**src/rtl/mac_pkg.sv**
```systemverilog
package mac_pkg;
   typedef enum logic [2:0] {
      MOP_NONE  = 3'd0,
      MOP_ACC   = 3'd1,
      MOP_LOAD  = 3'd2,
      MOP_CLR   = 3'd3,
      MOP_SHL   = 3'd4,
      MOP_SHR   = 3'd5
   } mac_op_e;
endpackage

```
**src/rtl/mac_mult.sv**
```systemverilog
module mac_mult #(
   parameter int OPW     = 16,
   parameter int ACCW    = 40,
   parameter bit FRAC_EN = 1'b1
) (
   input  logic [OPW-1:0]  opa,
   input  logic [OPW-1:0]  opb,
   input  logic            frac,
   output logic [ACCW-1:0] prod_ext
);
   localparam int PW  = 2 * OPW;
   localparam int EXT = ACCW - PW;

   logic signed [PW-1:0] prod;
   logic [ACCW-1:0]      wide;

   always_comb begin
      prod = $signed(opa) * $signed(opb);
      wide = {{EXT{prod[PW-1]}}, prod};
   end

   if (FRAC_EN) begin : g_frac
      always_comb prod_ext = frac ? {wide[ACCW-2:0], 1'b0} : wide;
   end else begin : g_int
      logic unused_frac;
      always_comb unused_frac = frac;
      always_comb prod_ext = wide;
   end
endmodule

```
**src/rtl/mac_alu.sv**
```systemverilog
module mac_alu
   import mac_pkg::*;
#(
   parameter int ACCW = 40
) (
   input  mac_op_e         code,
   input  logic [ACCW-1:0] cur,
   input  logic [ACCW-1:0] addend,
   output logic [ACCW-1:0] nxt,
   output logic            ovf_hit
);
   localparam int MSB = ACCW - 1;

   logic [ACCW-1:0] sum;

   always_comb begin
      sum     = cur + addend;
      nxt     = cur;
      ovf_hit = 1'b0;
      case (code)
         MOP_ACC: begin
            nxt     = sum;
            ovf_hit = (cur[MSB] == addend[MSB]) && (sum[MSB] != cur[MSB]);
         end
         MOP_LOAD: nxt = addend;
         MOP_CLR:  nxt = '0;
         MOP_SHL: begin
            nxt     = {cur[MSB-1:0], 1'b0};
            ovf_hit = cur[MSB] ^ cur[MSB-1];
         end
         MOP_SHR:  nxt = {cur[MSB], cur[MSB:1]};
         default:  nxt = cur;
      endcase
   end
endmodule

```
**src/rtl/mac_unit.sv**
```systemverilog
module mac_unit
   import mac_pkg::*;
#(
   parameter int OPW     = 16,
   parameter int ACCW    = 40,
   parameter bit FRAC_EN = 1'b1
) (
   input  logic            clk,
   input  logic            rst_n,
   input  logic            start,
   input  logic [2:0]      op,
   input  logic            frac,
   input  logic [OPW-1:0]  a,
   input  logic [OPW-1:0]  b,
   output logic [ACCW-1:0] acc,
   output logic            ovf,
   output logic            done
);
   localparam int PW = 2 * OPW;

   if (OPW < 2) begin : g_bad_opw
      $error("mac_unit: OPW must be at least 2");
   end
   if (ACCW < PW + 2) begin : g_bad_accw
      $error("mac_unit: ACCW must exceed twice OPW by two or more");
   end

   mac_op_e         code;
   logic [ACCW-1:0] prod_ext;
   logic [ACCW-1:0] acc_nxt;
   logic            ovf_hit;
   logic [ACCW-1:0] acc_q;
   logic            ovf_q;
   logic            done_q;

   always_comb code = mac_op_e'(op);

   mac_mult #(.OPW(OPW), .ACCW(ACCW), .FRAC_EN(FRAC_EN)) u_mult (
      .opa(a), .opb(b), .frac(frac), .prod_ext(prod_ext)
   );

   mac_alu #(.ACCW(ACCW)) u_alu (
      .code(code), .cur(acc_q), .addend(prod_ext),
      .nxt(acc_nxt), .ovf_hit(ovf_hit)
   );

   always_ff @(posedge clk) begin
      if (!rst_n) begin
         acc_q  <= '0;
         ovf_q  <= 1'b0;
         done_q <= 1'b0;
      end else begin
         done_q <= start;
         if (start) begin
            acc_q <= acc_nxt;
            if (code == MOP_CLR) ovf_q <= 1'b0;
            else                 ovf_q <= ovf_q | ovf_hit;
         end
      end
   end

   assign acc  = acc_q;
   assign ovf  = ovf_q;
   assign done = done_q;


   done_after_start_chk: assert property (@(posedge clk) disable iff (!rst_n)
      done |-> $past(start));

   idle_hold_chk: assert property (@(posedge clk) disable iff (!rst_n)
      !start |=> ($stable(acc) && $stable(ovf)));

   clear_zero_chk: assert property (@(posedge clk) disable iff (!rst_n)
      (start && op == 3'd3) |=> (acc == '0 && !ovf));

   shr_sign_chk: assert property (@(posedge clk) disable iff (!rst_n)
      (start && op == 3'd5) |=> (acc[ACCW-1] == $past(acc[ACCW-1])));

   ovf_sticky_chk: assert property (@(posedge clk) disable iff (!rst_n)
      (ovf && !(start && op == 3'd3)) |=> ovf);

   shl_fill_chk: assert property (@(posedge clk) disable iff (!rst_n)
      (start && op == 3'd4) |=> (acc[0] == 1'b0));
endmodule

```
**config.mk**
```make
export PLATFORM = sky130hd
export DESIGN_NAME = mac_unit
export DESIGN_NICKNAME = d
export VERILOG_FILES = /design/src/rtl/mac_pkg.sv /design/src/rtl/mac_mult.sv /design/src/rtl/mac_alu.sv /design/src/rtl/mac_unit.sv
export SDC_FILE = /design/constraint.sdc
export NUM_CORES = 1
export LEC_CHECK = 0
export CORE_MARGIN = 8
export CORE_UTILIZATION = 35
export DETAILED_ROUTE_END_ITERATION = 6
export PLACE_DENSITY_LB_ADDON = 0.12
export SYNTH_ARGS = -nofsm -noshare
export SYNTH_HDL_FRONTEND = slang
export SYNTH_SLANG_ARGS = --single-unit
```
**constraint.sdc**
```tcl
create_clock -name clk -period 10.9 [get_ports clk]
set_input_delay 2.18 -clock clk [delete_from_list [all_inputs] [get_ports clk]]
set_output_delay 2.18 -clock clk [all_outputs]
set_load 0.01 [all_outputs]
```
==> results of run 1 <==
-- worst reg2reg max path: stages, from the launching register on --
cell                       delay [ps]
sky130_fd_sc_hd__dfxtp_1          360
sky130_fd_sc_hd__ha_1             260
sky130_fd_sc_hd__fa_1             440
sky130_fd_sc_hd__a21o_1           230
sky130_fd_sc_hd__a221oi_2         340
sky130_fd_sc_hd__a221o_1          270
sky130_fd_sc_hd__a31oi_4          160
sky130_fd_sc_hd__nand3b_1         170
sky130_fd_sc_hd__a21oi_1          120
sky130_fd_sc_hd__o311ai_2         400
sky130_fd_sc_hd__a21oi_1          150
sky130_fd_sc_hd__o211a_1          240
sky130_fd_sc_hd__a211o_1          220
-- area by class of cell --
cell class / count / area [um2]
sequential: 42 / 841
tap: 539 / 674
clock buffer: 6 / 139
multi-input combinational: 1286 / 12500
inverter: 298 / 1120
fill: 4272 / 25100
timing repair buffer: 152 / 1340
clock inverter: 1 / 30.0
-- through the flow --
step           area [um2]  instances  setup WS, ps  hold WS [ps]
6_report            16600       2324           458           554
5_1_grt             16600       2324         0.118           597
4_1_cts             16600       2324           369           557
3_5_place_dp        16400       2317           113           545
3_3_place_gp        16400       2317           164           547
2_1_floorplan       14700       1692          1050           530
-- per-layer routing --
layer  track usage  wire length [um]
met1         0.247             19600
met3        0.0208              1590
met4        0.0238               350
met2         0.288             18600
met5             0                 0
-- synthesized netlist by cell type, types with 4 or more instances --
cell type	count	area, um2
sky130_fd_sc_hd__nand2b_1	11	68.8
sky130_fd_sc_hd__a21boi_0	5	37.5
sky130_fd_sc_hd__o21bai_1	8	60.1
sky130_fd_sc_hd__and3_1	8	50.1
sky130_fd_sc_hd__a31oi_1	10	62.6
sky130_fd_sc_hd__a21o_1	35	263
sky130_fd_sc_hd__ha_1	122	1530
sky130_fd_sc_hd__o21ai_0	71	355
sky130_fd_sc_hd__inv_1	297	1110
sky130_fd_sc_hd__mux2i_1	33	330
sky130_fd_sc_hd__xnor2_1	42	368
sky130_fd_sc_hd__nand4_1	7	43.8
sky130_fd_sc_hd__mux2_2	19	214
sky130_fd_sc_hd__nor2_1	70	263
sky130_fd_sc_hd__a21oi_1	79	395
sky130_fd_sc_hd__o211ai_1	8	60.1
sky130_fd_sc_hd__a211oi_1	11	82.6
sky130_fd_sc_hd__o21a_1	9	67.6
sky130_fd_sc_hd__and2_1	127	795
sky130_fd_sc_hd__o21ai_1	4	20.0
sky130_fd_sc_hd__nor2b_1	4	25.0
sky130_fd_sc_hd__nor3b_1	4	30.0
sky130_fd_sc_hd__fa_1	263	5270
sky130_fd_sc_hd__xor2_1	26	228
sky130_fd_sc_hd__a22oi_1	6	45.0
sky130_fd_sc_hd__o31ai_1	7	52.6
sky130_fd_sc_hd__nand3_1	13	65.1
sky130_fd_sc_hd__a31o_2	4	35.0
sky130_fd_sc_hd__a221oi_1	10	87.6
sky130_fd_sc_hd__clkbuf_1	61	229
sky130_fd_sc_hd__o221ai_1	11	96.3
sky130_fd_sc_hd__nor3_1	10	50.1
sky130_fd_sc_hd__nand2_1	179	672
sky130_fd_sc_hd__dfxtp_1	42	841
sky130_fd_sc_hd__a211o_1	4	35.0
-- registers in the layout, summed over array words and instances (netlist names) --
name,cells
acc,40
ovf,1
done,1
-- cell families after synthesis --
logic type      share of synthesized area
simple gates                        0.154
fa+ha+maj                           0.463
buf+inv                            0.0941
compound gates                      0.154
xor+xnor                           0.0406
mux                                0.0371
flops                              0.0573
-- worst min-delay path by stage --
stage                         start              endpoint
6_report           ovf$_SDFFE_PN0P_      ovf$_SDFFE_PN0P_
5_1_grt         acc[0]$_SDFFE_PN0P_   acc[0]$_SDFFE_PN0P_
4_1_cts            ovf$_SDFFE_PN0P_      ovf$_SDFFE_PN0P_
3_5_place_dp       ovf$_SDFFE_PN0P_      ovf$_SDFFE_PN0P_
3_3_place_gp       ovf$_SDFFE_PN0P_      ovf$_SDFFE_PN0P_
2_1_floorplan  acc[33]$_SDFFE_PN0P_  acc[33]$_SDFFE_PN0P_
==> reports/summary.txt, run 1 <==
outcome - finished, final reports clean
part of the cycle the worst path needs - 0.958
setup slack on the worst flop-to-flop path - 7430 ps
die outline area - 0.0487 mm2
total number of vias - 11,700
number of buffers added by the clock tree synthesis step - 5
global-route usage over all layers - 0.174
Yosys cell types - 82
per-cell via count in the routed design - 5.02
pin count of the biggest net entering global routing - 66
DRT iter0 DRCs - 459
Crit Path Class - in -> reg
worst endpoint data arrival time - 10,630 ps
origin of the worst setup path - a[9]
CP endpoint kind - flop
syn nets - 2,116
number of standard cells after synthesis - 1,692
Worst Hold Path Cells - 2
total number of yosys warnings - 0
total wirelength of the detailed-routed design - 40,200 um
Worst-path clk slew - 70 ps
die outline height - 221 um
number of rows in the core area - 75
drt drc - 0
cell occurring most often along the worst timing path - sky130_fd_sc_hd__fa_1
root cell of the clock tree - sky130_fd_sc_hd__clkbuf_16
relative slew slack - 0.304
capture point of the critical path - acc[36]$_SDFFE_PN0P_
number of antenna violations at the first check in global routing - 0
vias in the first global route - 12,700
sum of negative setup slack - 0 ps
portion of the post-synthesis area used by sequential elements - 0.0573
initial core utilization - 0.352
commonest cells after routing, fill and taps aside - 297 x sky130_fd_sc_hd__inv_1, 262 x sky130_fd_sc_hd__fa_1, 179 x sky130_fd_sc_hd__nand2_1, 127 x sky130_fd_sc_hd__and2_1, 122 x sky130_fd_sc_hd__ha_1
Hold WC Path Type - reg -> reg
prevailing post-synth register cell - sky130_fd_sc_hd__dfxtp_1
CP max stage delay - 590 ps
share of layout cells above drive strength 1 - 0.0773
detailed placement HPWL - 33,700 um
number of buffers and inverters on the critical path - 6
wire length of the first global-routing pass - 68,800 um
launching element type of the critical path - primary input
flop and latch count out of synthesis - 42
Skew-Pair Late Insertion Delay - 290 ps
library cell contributing the largest single delay on the critical path - sky130_fd_sc_hd__clkdlybuf4s50_1
first-pass detailed-route iteration total - 4
total stage count of the critical path - 32
endpoint of the lowest-slack register-to-register path - acc[36]$_SDFFE_PN0P_
fraction of registers with async set or reset after synthesis - 0
final count of negative-setup-slack endpoints - 0
clock tree buffer depth - 2
overall die width - 221 um
final period demand of the worst path - 10,440 ps
combined area of all synthesized cells - 0.0147 mm2
actual transition at the worst max-transition pin - 1040 ps
Crit path required time - 11,080 ps
kind of cell with the highest combined delay on the critical path - adder cells
count of maximum capacitance violations - 0
most common cell after layout, fill and taps aside - sky130_fd_sc_hd__inv_1
clock sink count - 42
clock tree from TritonCTS - done
hold bufs inserted after CTS - 0
Routability Congestion - 0.885
detail-routed net length per standard cell - 17.3 um
Final Hold Viols - 0
utilization of the core after routing - 0.398
H-tree lvl count - 2
PortBufs - 80
setup repair after global routing missed its margin - false
post-CTS setup repair buffer count - 0
I/O pin cnt - 81
maximum frequency from static timing analysis - 0.0958 GHz
maximum fanout along the worst path - 7
clock tree skew after final layout - 5.96 ps
mean post-synth cell area - 8.67 um2
launch instance of the worst register-to-register path - acc[0]$_SDFFE_PN0P_
Net count, final - 2,209
Antenna Violating Nets Remaining - 0
total of cells resized after clock tree synthesis - 0
Post-synth EDFFs - 0
Layout area overhead - 13.2%
number of slew-limit violations in the final report - 0
Worst Reg-to-Reg Cells - 12
grt total ovfl - 0
count of inserted antenna diode cells - 0
Core ar. - 0.0417 mm2
Power of run 1 is left out: the tool's default activity adds up to more than one toggle a clock period on the data nets, which glitch-free logic cannot reach.
==> run 2, diff against run 1 <==
--- a/config.mk
+++ b/config.mk
@@ -5,10 +5,12 @@
 export SDC_FILE = /design/constraint.sdc
 export NUM_CORES = 1
 export LEC_CHECK = 0
+export ABC_AREA = 1
 export CORE_MARGIN = 8
 export CORE_UTILIZATION = 35
 export DETAILED_ROUTE_END_ITERATION = 6
 export PLACE_DENSITY_LB_ADDON = 0.12
 export SYNTH_ARGS = -nofsm -noshare
 export SYNTH_HDL_FRONTEND = slang
+export SYNTH_HIERARCHICAL = 1
 export SYNTH_SLANG_ARGS = --single-unit
==> run 2 against run 1 <==
- final area up 13%
- clock skew up 1.5 ps
- wire length up 38%
- first-iteration DRC count up 110%
- non-clock buffer count down 33
- utilization down 1.4 points
==> reports/summary.txt, run 2 <==
Skew-Pair Late Insertion Delay - 310 ps
Fin Hold WS - 548 ps
number of slew-limit violations in the final report - 0
per-cell via count in the routed design - 4.84
Crit path required time - 11,110 ps
count of maximum capacitance violations - 0
Final Non-Filler Cells - 3,281
top post-synthesis cells by count - 747 x sky130_fd_sc_hd__nand2_1, 641 x sky130_fd_sc_hd__inv_1, 263 x sky130_fd_sc_hd__fa_1, 194 x sky130_fd_sc_hd__nor2_1, 132 x sky130_fd_sc_hd__nand3_1
number of antenna violations at the first check in global routing - 0
I/O pin cnt - 81
area share of the leading cell type in the synthesized netlist - 0.307
worst endpoint data arrival time - 10,470 ps
commonest cells after routing, fill and taps aside - 747 x sky130_fd_sc_hd__nand2_1, 641 x sky130_fd_sc_hd__inv_1, 262 x sky130_fd_sc_hd__fa_1, 193 x sky130_fd_sc_hd__nor2_1, 132 x sky130_fd_sc_hd__nand3_1
Routability Congestion - 0.937
first-pass detailed-route iteration total - 6
mean post-synth cell area - 6.52 um2
maximum frequency from static timing analysis - 0.0975 GHz
sum of negative setup slack - 0 ps
vias in the first global route - 16,600
Final Hold Viols - 0
hold bufs inserted after CTS - 0
CP endpoint kind - flop
relative slew slack - 0.200
Net count, final - 3,081
wire length of the first global-routing pass - 90,600 um
final count of negative-setup-slack endpoints - 0
DRT iter0 DRCs - 949
actual transition at the worst max-transition pin - 1190 ps
most common cell after layout, fill and taps aside - sky130_fd_sc_hd__nand2_1
Yosys cell types - 46
clock tree buffer depth - 2
detail-routed net length per standard cell - 16.9 um
total number of yosys warnings - 6
Worst-path clk slew - 70 ps
part of the cycle the worst path needs - 0.941
number of filler cells placed in the layout - 5,336
library cell contributing the largest single delay on the critical path - sky130_fd_sc_hd__clkdlybuf4s50_1
flip-flop count of the largest register, all copies and words added - 40
maximum fanout along the worst path - 10
Hold WC Path Type - reg -> reg
prevailing post-synth register cell - sky130_fd_sc_hd__dfxtp_1
drt drc - 0
root cell of the clock tree - sky130_fd_sc_hd__clkbuf_16
final period demand of the worst path - 10,260 ps
H-tree lvl count - 2
global-route usage over all layers - 0.200
total wirelength of the detailed-routed design - 55,500 um
share of layout cells above drive strength 1 - 0.0542
combined area of all synthesized cells - 0.0172 mm2
setup repair after global routing missed its margin - false
pin count of the biggest net entering global routing - 44
syn nets - 3,055
initial core utilization - 0.353
number of buffers added by the clock tree synthesis step - 5
die outline height - 237 um
outcome - finished, final reports clean
number of standard cells after synthesis - 2,632
clock tree from TritonCTS - done
fraction of registers with async set or reset after synthesis - 0
Post-synth EDFFs - 0
dpl cells - 3,273
clock sink count - 42
CP max stage delay - 850 ps
PortBufs - 80
most common cell in the synthesized netlist - sky130_fd_sc_hd__nand2_1
Layout area overhead - 9.01%
total number of vias - 15,900
overall die width - 237 um
number of buffers and inverters on the critical path - 7
most area-consuming cells after synthesis - sky130_fd_sc_hd__fa_1 31%, sky130_fd_sc_hd__nand2_1 16%, sky130_fd_sc_hd__inv_1 14%, sky130_fd_sc_hd__ha_1 8.8%, sky130_fd_sc_hd__dfxtp_1 4.9%
grt total ovfl - 0
kind of cell with the highest combined delay on the critical path - adder cells
flop and latch count out of synthesis - 42
die outline area - 0.0564 mm2
portion of the post-synthesis area used by sequential elements - 0.0490
count of inserted antenna diode cells - 0
Core ar. - 0.0486 mm2
number of rows in the core area - 81
clock tree skew after final layout - 7.43 ps
detailed placement HPWL - 47,700 um
Crit Path Class - in -> reg
Yosys top cell by area - sky130_fd_sc_hd__fa_1
Antenna Violating Nets Remaining - 0
launching element type of the critical path - primary input
[run 2: timing repair]
action / CTS / global route
setup endpoints to repair: 0 / 1
gates resized for setup: 0 / 5
buffers inserted: 0 / 0
[run 2: stage by stage]
stage | utilization | cell area (um2) | worst slack (ps)
global placement | 0.381 | 18600 | 63.6
floorplan | - | 17200 | 1990
CTS | 0.385 | 18700 | 356
global route | 0.385 | 18700 | 22.8
finish | 0.385 | 18700 | 642
detailed placement | 0.381 | 18600 | 56.6
[run 2: cells by family after synthesis]
family	after synthesis	share of synthesized area
adder cells (fa/ha/maj)	384	0.395
AO/OA/AOI/OAI	235	0.0797
flip-flops	42	0.0490
buffers and inverters	750	0.170
XOR/XNOR	17	0.00867
multiplexers	1	0.000583
AND/OR/NAND/NOR	1203	0.297
[run 2: cell type report]
| cell class | count | area, um2 | area share |
|---|---|---|---|
| Sequential cell | 42 | 841 | 0.0449 |
| Multi-Input combinational cell | 1840 | 13400 | 0.716 |
| Timing Repair Buffer | 119 | 1100 | 0.0586 |
| Inverter | 650 | 2440 | 0.130 |
| Tap cell | 622 | 778 | 0.0416 |
| Clock inverter | 2 | 12.5 | 0.000668 |
| Clock buffer | 6 | 139 | 0.00742 |
[run 2: routing by layer]
metal  routed length, um  part of all wire  vias to the layer above  track usage
met5                   0                 0                        -            0
met2               26800              0.48                      322        0.349
li1                    -                 -                     7887            -
met3                1790             0.032                       61       0.0154
met1               25600              0.46                     7626        0.267
met4                1190             0.021                        0       0.0474
[run 2: worst paths after layout]
check,from,endpoint,slack [ps],cells after the start
max,b[7],acc[34]$_SDFFE_PN0P_,640,35
max reg2reg,acc[0]$_SDFFE_PN0P_,acc[24]$_SDFFE_PN0P_,8050,17
min,ovf$_SDFFE_PN0P_,ovf$_SDFFE_PN0P_,550,4
min reg2reg,ovf$_SDFFE_PN0P_,ovf$_SDFFE_PN0P_,550,4
[run 2: worst reg2reg max path, stage by stage (launching register included)]
cell,delay [ps]
sky130_fd_sc_hd__dfxtp_1,410
sky130_fd_sc_hd__ha_1,310
sky130_fd_sc_hd__inv_1,90
sky130_fd_sc_hd__fa_1,390
sky130_fd_sc_hd__inv_1,150
sky130_fd_sc_hd__nand3_1,90
sky130_fd_sc_hd__nand3_1,170
sky130_fd_sc_hd__nand2_1,90
sky130_fd_sc_hd__nand3_1,150
sky130_fd_sc_hd__nand2_1,100
sky130_fd_sc_hd__nand2_2,150
sky130_fd_sc_hd__nand2_1,90
sky130_fd_sc_hd__nand2_1,70
sky130_fd_sc_hd__nand2_1,50
sky130_fd_sc_hd__nand3_1,60
sky130_fd_sc_hd__nand3_1,170
sky130_fd_sc_hd__nor2_1,160
sky130_fd_sc_hd__nor2_1,60
Power of run 2 is left out for the same reason.
